--- config.mk ---
export PLATFORM = sky130hd
export DESIGN_NAME = prefetch_serdes
export DESIGN_NICKNAME = d
export VERILOG_FILES = /design/src/rtl/prefetch_serdes.sv
export SDC_FILE = /design/constraint.sdc
export NUM_CORES = 1
export LEC_CHECK = 0
export ABC_AREA = 1
export CAP_MARGIN = 5
export CORE_MARGIN = 4
export CORE_UTILIZATION = 52
export DETAILED_ROUTE_END_ITERATION = 10
export HOLD_SLACK_MARGIN = 0.05
export PLACE_DENSITY = 0.95
export SYNTH_ARGS = -nofsm -noshare
export SYNTH_HDL_FRONTEND = slang
export SYNTH_SLANG_ARGS = --single-unit
--- constraint.sdc ---
create_clock -name clk -period 3.5 [get_ports clk]
set_input_delay 0.7 -clock clk [delete_from_list [all_inputs] [get_ports clk]]
set_output_delay 0.7 -clock clk [all_outputs]
set_load 0.03 [all_outputs]
--- src/rtl/prefetch_serdes.sv ---
`timescale 1ns/1ps
module prefetch_serdes #(
  parameter int W     = 8,
  parameter int NBEAT = 8
) (
  input  logic                       clk,
  input  logic                       rst_n,
  input  logic                       rd_req,
  input  logic                       rd_chop,
  input  logic [W*NBEAT-1:0]         rd_word,
  output logic [W-1:0]               dq_out,
  output logic                       dq_oe,
  input  logic                       wr_start,
  input  logic                       wr_chop,
  input  logic [W-1:0]               dq_in,
  output logic [W*NBEAT-1:0]         wr_word,
  output logic [1:0]                 wr_mask,
  output logic                       wr_valid,
  output logic [$clog2(NBEAT)-1:0]   beat_idx,
  output logic                       done,
  output logic                       busy
);
  localparam int IW   = $clog2(NBEAT);
  localparam int HALF = NBEAT / 2;
  localparam int WW   = W * NBEAT;

  logic          active, is_wr, chop;
  logic [IW-1:0] cnt;
  logic [WW-1:0] sreg;
  logic [W-1:0]  dq_q;
  logic [W-1:0]  wbuf [NBEAT];

  wire [IW-1:0] last    = chop ? IW'(HALF - 1) : IW'(NBEAT - 1);
  wire          take_rd = !active && rd_req;
  wire          take_wr = !active && wr_start && !rd_req;
  wire          rd_end  = active && !is_wr && (cnt == last);
  wire          wr_end  = active && is_wr && (cnt == last - IW'(1));

  assign busy     = active;
  assign beat_idx = cnt;
  assign dq_out   = dq_q;

  always_ff @(posedge clk) begin
    if (!rst_n) begin
      active   <= 1'b0;
      is_wr    <= 1'b0;
      chop     <= 1'b0;
      cnt      <= '0;
      sreg     <= '0;
      dq_q     <= '0;
      dq_oe    <= 1'b0;
      done     <= 1'b0;
      wr_valid <= 1'b0;
      wr_mask  <= 2'b00;
    end else begin
      done     <= 1'b0;
      wr_valid <= 1'b0;
      if (take_rd) begin
        active <= 1'b1;
        is_wr  <= 1'b0;
        chop   <= rd_chop;
        cnt    <= '0;
        dq_q   <= rd_word[W-1:0];
        sreg   <= rd_word >> W;
        dq_oe  <= 1'b1;
      end else if (take_wr) begin
        active <= 1'b1;
        is_wr  <= 1'b1;
        chop   <= wr_chop;
        cnt    <= '0;
      end else if (rd_end) begin
        active <= 1'b0;
        done   <= 1'b1;
        dq_oe  <= 1'b0;
        dq_q   <= '0;
        cnt    <= '0;
      end else if (wr_end) begin
        active   <= 1'b0;
        done     <= 1'b1;
        wr_valid <= 1'b1;
        wr_mask  <= chop ? 2'b01 : 2'b11;
        cnt      <= '0;
      end else if (active) begin
        cnt <= cnt + IW'(1);
        if (!is_wr) begin
          dq_q <= sreg[W-1:0];
          sreg <= sreg >> W;
        end
      end
    end
  end

  for (genvar s = 0; s < NBEAT; s++) begin : g_slot
    localparam logic [IW:0] SLOT = (IW+1)'(s);
    always_ff @(posedge clk) begin
      if (!rst_n)
        wbuf[s] <= '0;
      else if (take_wr)
        wbuf[s] <= (s == 0) ? dq_in : '0;
      else if (active && is_wr && ({1'b0, cnt} + (IW+1)'(1) == SLOT))
        wbuf[s] <= dq_in;
    end
    assign wr_word[s*W +: W] = wbuf[s];
  end
endmodule

# Word-level counts from Yosys, hierarchy flattened
# Memories as Yosys holds them, arrays and structs flattened.
# Index checks and enable logic that the tools add are counted.
dict set report totals {
  mem_count 1
  elab_cells 158
  ram_bits 64
  inputBits 78
  out_inout_bits 81
  ff_bits 75
}
dict set report classes {
  muxes 77
  n_reduce_logical 32
  add_sub_neg 3
  bitwise 20
  eq_ne 15
}
# name depth word_bits rd rd_ports_with_merged_regs write_ports line_no
set memory_table {}
lappend memory_table {wbuf 8 8 8 0 8 31} ;# logic [W-1:0] wbuf [NBEAT];
# cell n
set ops {}
lappend ops {{56-bit 2-to-1 mux} 6}
lappend ops {{8-bit 2-to-1 mux} 22}
lappend ops {{1-bit 2-to-1 mux} 47}
lappend ops {{4-bit by 3-bit == test with 1-bit output, second input constant} 4}
lappend ops {{1-bit OR} 16}
lappend ops {{1-bit logical AND} 15}
lappend ops {{4-bit by 2-bit == test with 1-bit output, second input constant} 2}
lappend ops {{4-bit AND reduction} 2}
lappend ops {{3-bit == test} 2}
lappend ops {{2-bit != test, second input constant} 3}
lappend ops {{2-bit nonzero test} 3}
lappend ops {{5-bit AND reduction} 1}
lappend ops {{5-bit OR reduction} 1}
lappend ops {{3-bit by 1-bit adder with 4-bit output, second input constant} 1}
lappend ops {{4-bit by 1-bit == test with 1-bit output, second input constant} 1}
lappend ops {{4-bit zero test} 1}
lappend ops {{1-bit inverter} 4}
lappend ops {{4-bit nonzero test} 1}
lappend ops {{4-bit OR reduction} 1}
lappend ops {{3-bit by 1-bit adder with 3-bit output, second input constant} 1}
lappend ops {{1-bit zero test} 3}
lappend ops {{3-bit 2-to-1 mux} 1}
lappend ops {{3-bit by 1-bit != test with 1-bit output, second input constant} 1}
lappend ops {{3-bit != test, second input constant} 1}
lappend ops {{7 further kinds} 7}

# Depth between registers and ports, before layout
# Gate-level depths: netlist of the first run.
dict set report depth {
  word_depth 8
  ltp_mapped 10
  mapped_depth_nobuf 8
}

# Worst setup path after synthesis of the first run
# No wires, ideal clock.
dict set report synth_timing {
  kind {reg-to-reg}
  start {reg cnt[0] (netlist: beat_idx[0])}
  end {mem wbuf[0][0] (enable)}
  setup_time_ns 0.329
  required_ns 3.171
  arrival_time_ns 1.584
  path_stages_with_launch 8
  path_slack_ns 1.587
  cell_sequence {dfxtp_1 -> ha_1 -> nand2_1 -> nand2_1 -> inv_1 -> nor2_4 -> nand2_2 -> nand2_1}
}
# item line_no
set synth_lines {}
lappend synth_lines {{start: declaration} 28} ;# logic [IW-1:0] cnt;
lappend synth_lines {{start signal: assignment} 84} ;# cnt <= cnt + IW'(1);
lappend synth_lines {{end: declaration} 31}

# Worst setup path after layout of the first run
dict set report layout_timing {
  start {reg active (netlist: busy)}
  end {out busy}
}
# item line_no
set layout_lines {}
lappend layout_lines {{start: declaration} 27} ;# logic active, is_wr, chop;
lappend layout_lines {{start signal: assignment} 45} ;# active <= 1'b0;
lappend layout_lines {{start signal: assignment} 59} ;# active <= 1'b1;
lappend layout_lines {{start signal: assignment} 67} ;# active <= 1'b1;
lappend layout_lines {{end: declaration} 21} ;# output logic busy
# No word-level cell between the ends.

==> impl_results.md, run 1 <==
* Core box area at 0.0110 mm^2
* Antenna violations before repair at 0
* Mux contribution to synthesized area at 0%
* Avg Synthesized Cell Area at 8.42 um^2
* Share of layout cells above drive strength 1 at 6.61%
* Final non-filler cell total at 1,002
* Most common cell after layout, fill and taps aside: nand2_1
* Fmax at 0.389 GHz
* Initial Util at 53.9%
* Chip Height at 115 um
* Cts repair resizes at 0
* Clock Root Buffer: clkbuf_16
* Cells after DPL at 970
* Final period util at 73.4%
* Max IR drop VDD at 302 uV
* Largest fanout on the critical path at 11
* Crit-path cells: clkdlybuf4s50_1
* First-pass iteration count of the detailed router at 5
* Final WL at 15,900 um
* Setup TNS at 0 ps
* Critical path's slowest cell: clkdlybuf4s50_1
* Worst Setup End Kind: primary output
* Fin. max-slew vios at 0
* Vias at 5,356
* Port Buf Inserts at 158
* Vias in the first global route at 5,068
* Antenna Cells at 0
* Clock sink count at 139
* Post-route ant nets at 0
* CTS tree: done
* Layout area overhead at 36.6%
* Combinational family with the most area after synthesis: simple AND/OR/NAND/NOR gates
* Worst endpoint required time at 2800 ps
* Delay-heaviest family, CP: buffers and inverters
* Post-Synthesis Cells at 706
* Status: finished clean
* DR WL/cell at 15.9 um
* Routability cong. at 0.851
* DIE AREA at 0.0132 mm^2
* Reg clk slew, reported paths at 60 ps
* Site Rows at 38
* Worst setup SP type: flop
* CP Data Arrival Time at 1870 ps
* Post-synthesis register bit count at 139
* Most frequent cells in the layout: nand2_1 (242), clkdlybuf4s50_1 (158), nor2_1 (89)
* Final Hold Viols at 0
* IO Pins at 159
* Total power at 4.36 mW
* H-tree levels at 4
* XOR/XNOR Fraction of Synth Area at 0%
* Post-CTS Setup Bufs at 0
* Die Span X at 115 um
* Final hold slack at 460 ps
* Tmin final at 2570 ps
* Post-synthesis sequential area ratio at 57.6%
* Pre-CTS setup slack at 716 ps
* Relative slew slack at 52.3%
* Clk buf depth at 2
* Fin worst setup slack at 930 ps
* Net count after synthesis at 789
* Clock skew at 7.65 ps
* Post-Syn Area at 0.00594 mm^2
* Largest net degree at the start of global routing at 62
* Num CTS Buffers at 17
* Hold Crit Class: reg2reg
* Slowest stage delay, CP at 830 ps
* Ys Warns at 0
* Crit Path Class: reg2out
* Post-Synth Simple-Gate Area at 28.0%
* DRC errors left at 0
* PD cells at 537 mW/mm^2
* Vias per cell at 5.35
* Hpwl dp at 10,300 um
* Remaining Overflow, GRT at 0
* Complex-gate fraction of the synthesized area at 7.01%
* LEAKAGE at 3.38 nW
* Adder-Cell Fraction of Synth Area at 1.05%
* Slew of the pin with the lowest slew margin at 713 ps
* Setup violations, final at 0
* Total track usage at 24.0%
* First-pass GRT wire length at 25,000 um
* Synth unique cells at 20
* Maxcap violations at 0
* Clk_lat worst skew at 410 ps
* RSZ-0062 raised after global routing: false
* NumNets Final at 932
* CP bufs+invs at 1
* Cts hold-fix bufs at 0
* DRT iter0 DRCs at 480
## final cells by class
| cell class | count | area [um^2] |
|---|---|---|
| tap | 140 | 175 |
| fill | 784 | 2910 |
| inverter | 31 | 116 |
| clock buffer | 18 | 429 |
| multi-input combinational | 496 | 2150 |
| clock inverter | 14 | 186 |
| timing repair buffer | 164 | 1640 |
| sequential | 139 | 3420 |
## flip-flops by register name, summed over array words and instances (netlist names)
name      count
wr_valid      1
busy          1
is_wr         1
wr_mask       2
done          1
wbuf         64
dq_out        8
sreg         56
beat_idx      3
dq_oe         1
chop          1
## per-stage QoR
| step | instance area, um^2 | util, % |
|---|---|---|
| floorplan | 5940 | - |
| global route | 8120 | 73.6 |
| global placement | 7500 | 68.0 |
| finish | 8120 | 73.6 |
| CTS | 8120 | 73.6 |
| detailed placement | 7500 | 68.0 |
## worst reg2reg max path, delay by kind of cell (launching register included)
kind	cells	cell delay (ps)
DFF	1	620
and+or+nand+nor	4	1190
buffers and inverters	1	70
## power by group
part	switching (mW)	internal, mW
sequential	0.0500	1.80
combinational	0.369	0.253
clock	0.750	1.14
total	1.17	3.19
## path summary, 6_finish.rpt
check | from | endpoint | slack (ps) | depth (start not counted)
max | busy$_SDFFE_PN0P_ | busy | 930 | 1
min | sreg[20]$_SDFFE_PN0P_ | sreg[20]$_SDFFE_PN0P_ | 460 | 2
max reg2reg | busy$_SDFFE_PN0P_ | wbuf[1][18]$_SDFFCE_PN0P_ | 1280 | 5
min reg2reg | sreg[20]$_SDFFE_PN0P_ | sreg[20]$_SDFFE_PN0P_ | 460 | 2
## synthesized netlist by cell type
| library cell | instances | area, um^2 |
|---|---|---|
| nor2_4 | 2 | 22.5 |
| o22ai_1 | 1 | 6.26 |
| buf_4 | 10 | 75.1 |
| dfxtp_1 | 75 | 1500 |
| nand3_1 | 61 | 305 |
| a21oi_1 | 69 | 345 |
| a211oi_1 | 1 | 7.51 |
| inv_1 | 28 | 105 |
| ha_1 | 5 | 62.6 |
| nor2_1 | 89 | 334 |
| nor2_2 | 2 | 12.5 |
| edfxtp_1 | 64 | 1920 |
| buf_6 | 7 | 78.8 |
| nand2_2 | 13 | 81.3 |
| nand2_1 | 242 | 908 |
| buf_2 | 16 | 80.1 |
| inv_2 | 3 | 11.3 |
| o21ai_0 | 10 | 50.1 |
| clkbuf_1 | 7 | 26.3 |
| a22oi_1 | 1 | 7.51 |
## layer usage
layer / up-vias / track usage (%) / wire (um)
li1: 2570 / - / -
met4: 0 / 8.29 / 299
met3: 28 / 4.74 / 1360
met1: 2470 / 28.9 / 6220
met5: - / 0 / 0
met2: 288 / 42.8 / 8010
## kinds of logic (layout without fill, tap and decap cells)
group	after synthesis	after routing
simple gates	409	409
flops	139	139
compound gates	82	82
buf+inv	71	227
fa+ha+maj	5	5
No activity file was read; power rests on OpenSTA's default activity.
==> run 2: changes to the inputs <==
CORE_UTILIZATION = 44   (was 52)
PLACE_DENSITY = 0.87   (was 0.95)
clock period = 2.07 ns   (was 3.5 ns; I/O delays follow)
==> impl_results.md, run 2 (same netlist as run 1, synthesis figures left out) <==
* Antenna Cells at 0 (unchanged)
* DRC errors left at 0 (unchanged)
* RSZ-0062 raised after global routing: false
* Slowest stage delay, CP at 750 ps (-80 ps)
* Setup violations, final at 0 (unchanged)
* NumNets Final at 948 (+1.7%)
* Tmin final at 1990 ps
* Chip Height at 124 um (+8.1%)
* Critical Path Source: beat_idx[2]$_SDFFE_PP0P_
* Clk_lat worst skew at 420 ps (about the same)
* Core box area at 0.0132 mm^2 (+20%)
* Vias in the first global route at 4,851 (-4.3%)
* H-tree levels at 4 (unchanged)
* Maxcap violations at 0 (unchanged)
* Fin. max-slew vios at 0 (unchanged)
* Final period util at 96.0%
* Num CTS Buffers at 17 (unchanged)
* Largest net degree at the start of global routing at 65 (+4.8%)
* Vias per cell at 5.04 (-5.6%)
* Slew of the pin with the lowest slew margin at 673 ps (-40.4 ps)
* PD cells at 843 mW/mm^2 (+57%)
* Cells after DPL at 1,022 (+5.4%)
* Fin worst setup slack at 83.5 ps (-847 ps)
* Clock skew at 11.7 ps (+4.01 ps)
* Remaining Overflow, GRT at 0 (unchanged)
* Total power at 6.96 mW (+59%)
* Crit Path Class: reg2out
* Final Hold Viols at 0 (unchanged)
* Clock Root Buffer: clkbuf_16
* Site Rows at 42 (+11%)
* Worst hold path startpoint: sreg[18]$_SDFFE_PN0P_
* Relative slew slack at 55.1% (+2.9 points)
* Reg clk slew, reported paths at 60 ps (about the same)
* Clk buf depth at 2 (unchanged)
* Worst setup SP type: flop
* Total track usage at 19.2% (-4.8 points)
* IO Pins at 159 (unchanged)
* Status: finished clean
* Most common cell after layout, fill and taps aside: nand2_1
* Fillers at 1,086 (+39%)
* Initial Util at 44.9% (-9.0 points)
* Fmax at 0.503 GHz
* LEAKAGE at 3.48 nW (+2.9%)
* Final non-filler cell total at 1,052 (+5.0%)
* DIE AREA at 0.0154 mm^2 (+17%)
* Critical path's slowest cell: clkdlybuf4s50_1
* Vias at 5,306 (-0.93%)
* Port Buf Inserts at 158 (unchanged)
* Die Span X at 124 um (+8.1%)
* Delay-heaviest family, CP: buffers and inverters
* Most frequent cells in the layout: nand2_1 (242), clkdlybuf4s50_1 (155), nor2_1 (88)
* DRT iter0 DRCs at 306 (-36%)
* CP bufs+invs at 1 (unchanged)
* Crit-path cells: clkdlybuf4s50_1
* Worst endpoint required time at 1660 ps (-1140 ps)
* Worst Setup End Kind: primary output
* Routability cong. at 0.828 (-2.7%)
* Hpwl dp at 10,200 um (-0.37%)
* Pre-CTS setup slack at -261 ps (-977 ps)
* First-pass iteration count of the detailed router at 5 (unchanged)
* Largest fanout on the critical path at 6 (-5)
* Share of layout cells above drive strength 1 at 8.11% (+1.5 points)
* Final hold slack at 458 ps (-2.16 ps)
* Post-route ant nets at 0 (unchanged)
* Max reg flops at 64 (unchanged)
* CTS tree: done
* CP Data Arrival Time at 1570 ps (-300 ps)
* Layout area overhead at 38.9%
* Antenna violations before repair at 0 (unchanged)
* Clock sink count at 139 (unchanged)
* DR WL/cell at 14.2 um (-11%)
* Post-CTS Setup Bufs at 0 (unchanged)
* Hold Crit Class: reg2reg
* Max IR drop VDD at 394 uV (+31%)
* Reg-to-Reg Start: busy$_SDFFE_PN0P_
* First-pass GRT wire length at 24,100 um (-3.7%)
* Final WL at 14,900 um (-6.1%)
* Final core area utilization at 62.3% (-11 points)
* Largest Register: wbuf
[run 2: timing repair]
item | CTS | global route
setup endpoints to repair | 1 | 66
hold endpoints to repair | 0 | 0
hold buffers | 0 | 0
pin swaps | 0 | 0
resized for setup | 1 | 3
gates cloned | 0 | 0
[run 2: cell type report]
class,instances,area [um^2],share of cell area (%)
inverters,31,116,1.41
flip-flops and latches,139,3420,41.5
clock buffers,18,429,5.20
clock inverters,12,103,1.24
well taps,176,220,2.67
multi-input cells,496,2150,26.1
repair buffers,180,1810,22.0
[run 2: worst paths after layout]
kind	end	slack, ps	cells past startpoint
max	beat_idx[2]	80	1
min	sreg[18]$_SDFFE_PN0P_	460	2
max reg2reg	wbuf[1][21]$_SDFFCE_PN0P_	240	6
min reg2reg	sreg[18]$_SDFFE_PN0P_	460	2
[run 2: report_power, final]
part           internal (mW)  leakage, nW  switching (mW)
clock                   1.63        0.255            1.12
combinational          0.459         1.93           0.630
sequential              3.04         1.29          0.0771
[run 2: routing by layer]
| layer | global-route usage [%] | vias up | wire length [um] |
|---|---|---|---|
| li1 | - | 2602 | - |
| met1 | 25.1 | 2409 | 6380 |
| met2 | 30.1 | 268 | 6950 |
| met3 | 5.50 | 27 | 1250 |
| met4 | 7.80 | 0 | 353 |
| met5 | 0 | - | 0 |
[run 2: through the flow]
| step | instance area [um^2] | TNS, ps |
|---|---|---|
| global placement | 7720 | -14990 |
| detailed placement | 7720 | -15470 |
| finish | 8260 | 0 |
| global route | 8260 | 0 |
| floorplan | 5940 | 0 |
| CTS | 8250 | 0 |
==> run 3: changes to the inputs <==
CORE_ASPECT_RATIO = 0.5   (was not set)
CORE_UTILIZATION = 35   (was 44)
PLACE_DENSITY = 0.73   (was 0.87)
==> impl_results.md, run 3 (same netlist as run 1, synthesis figures left out) <==
* Largest fanout on the critical path at 6 (unchanged)
* Routability cong. at 0.806 (-2.7%)
* Vias in the first global route at 4,954 (+2.1%)
* Most common cell after layout, fill and taps aside: nand2_1
* Initial Util at 36.0% (-8.9 points)
* Design area at 0.00833 mm^2 (+0.94%)
* Cells after DPL at 1,074 (+5.1%)
* Hold Crit Class: reg2reg
* DR WL/cell at 14.6 um (+2.9%)
* CP bufs+invs at 1 (unchanged)
* H-tree levels at 4 (unchanged)
* Final WL at 16,200 um (+8.2%)
* First-pass iteration count of the detailed router at 4 (-1)
* CP Data Arrival Time at 1580 ps (about the same)
* Final core area utilization at 50.5% (-12 points)
* DIE AREA at 0.0193 mm^2 (+25%)
* Largest Register: wbuf
* Final period util at 96.4% (+0.43 points)
* LEAKAGE at 3.44 nW (-1.2%)
* DRC errors left at 0 (unchanged)
* Worst Setup End Kind: primary output
* Site Rows at 33 (-21%)
* NumNets Final at 949 (+0.11%)
* First-pass GRT wire length at 25,100 um (+4.0%)
* Port Buf Inserts at 158 (unchanged)
* Share of layout cells above drive strength 1 at 8.53% (+0.43 points)
* Clk buf depth at 2 (unchanged)
* Relative slew slack at 54.1% (-1.0 points)
* Cts hold-fix bufs at 0 (unchanged)
* CTS tree: done
* Slowest stage delay, CP at 720 ps (-30 ps)
* Slew of the pin with the lowest slew margin at 689 ps (+15.6 ps)
* Clk_lat worst skew at 420 ps (about the same)
* Clock sink count at 139 (unchanged)
* Clock Root Buffer: clkbuf_16
* Die Span X at 192 um (+55%)
* Setup violations, final at 0 (unchanged)
* Max IR drop VDD at 696 uV (+77%)
* Crit Path Class: reg2out
* Most frequent cells in the layout: nand2_1 (242), clkdlybuf4s50_1 (157), nor2_1 (88)
* DRT iter0 DRCs at 334 (+9.2%)
* Remaining Overflow, GRT at 0 (unchanged)
* PD cells at 856 mW/mm^2 (+1.5%)
* Maxcap violations at 0 (unchanged)
* Hpwl dp at 11,300 um (+11%)
* Final Hold Viols at 0 (unchanged)
* Cell area after placement at 0.00776 mm^2 (+0.60%)
* Tmin final at 2000 ps (+8.92 ps)
* Status: finished clean
* IO Pins at 159 (unchanged)
* Max reg flops at 64 (unchanged)
* Chip Height at 100 um (-19%)
* Vias per cell at 4.65 (-7.8%)
* Clock skew at 8.87 ps (-2.79 ps)
* Core box area at 0.0165 mm^2 (+25%)
* Antenna violations before repair at 0 (unchanged)
* Fmax at 0.501 GHz (-0.45%)
* Delay-heaviest family, CP: buffers and inverters
* Worst setup SP type: flop
* Total track usage at 16.3% (-2.9 points)
* Crit-path cells: clkdlybuf4s50_1
* Final hold slack at 463 ps (+4.49 ps)
* Vias at 5,141 (-3.1%)
* Antenna Cells at 0 (unchanged)
* RSZ-0062 raised after global routing: false
* Reg clk slew, reported paths at 60 ps (about the same)
* Critical path's slowest cell: clkdlybuf4s50_1
* Worst endpoint required time at 1660 ps (about the same)
* Fin. max-slew vios at 0 (unchanged)
* Post-route ant nets at 0 (unchanged)
* Final non-filler cell total at 1,106 (+5.1%)
* Layout area overhead at 40.2%
* Largest net degree at the start of global routing at 62 (-4.6%)
* Num CTS Buffers at 17 (unchanged)
## run 3: cell count changes in the layout (fill, tap and decap cells not counted)
cell             change
inv_8                +1
inv_6                +3
buf_12               -2
clkinv_2             -4
clkinvlp_4           +3
dlymetal6s2s_1       -2
clkinv_1             -1
clkdlybuf4s50_1      +2
buf_4                +3
## run 3: where the power goes
group	total (mW)	switching, mW	internal (mW)
Combinational	1.09	0.636	0.454
Sequential	3.13	0.0851	3.04
Clock	2.92	1.24	1.68
## run 3: metal layers
metal | vias up | share of wire (%) | GRT usage (%) | wire [um]
met5 | - | 0 | 0 | 0
met1 | 2365 | 47 | 22.6 | 7520
met2 | 151 | 46 | 25.7 | 7400
li1 | 2605 | - | - | -
met4 | 0 | 1.4 | 5.64 | 229
met3 | 20 | 6.2 | 3.44 | 1000
## run 3: timing repair
item                       in CTS  in global routing
setup buffers                   0                  0
resized for setup               2                  0
setup endpoints to repair      65                  0
## run 3: area by class of cell
class / count / area [um^2]
clock buffers: 18 / 429
clock inverters: 14 / 139
fillers: 1523 / 8180
inverters: 31 / 116
multi-input cells: 496 / 2150
flip-flops and latches: 139 / 3420
well taps: 227 / 284
repair buffers: 181 / 1790
## run 3: path summary, 6_finish.rpt
check	start	endpoint	slack, ps	depth (start not counted)
max	beat_idx[1]$_SDFFE_PP0P_	beat_idx[1]	70	1
min	sreg[1]$_SDFFE_PN0P_	sreg[1]$_SDFFE_PN0P_	460	2
max reg2reg	busy$_SDFFE_PN0P_	wbuf[1][9]$_SDFFCE_PN0P_	210	6
min reg2reg	sreg[1]$_SDFFE_PN0P_	sreg[1]$_SDFFE_PN0P_	460	2
## run 3: through the flow
step	total power, mW	TNS, ps	setup slack, ps
2_1_floorplan	3.82	0	157
3_3_place_gp	4.26	-16780	-266
3_5_place_dp	4.28	-20600	-343
4_1_cts	7.19	0	46.9
5_1_grt	7.42	0	3.89
6_report	7.13	0	74.6
## run 3: worst min-delay path: stages, from the launching register on
cell     delay (ps)
dfxtp_1         310
nand2_1          60
a21oi_1          50
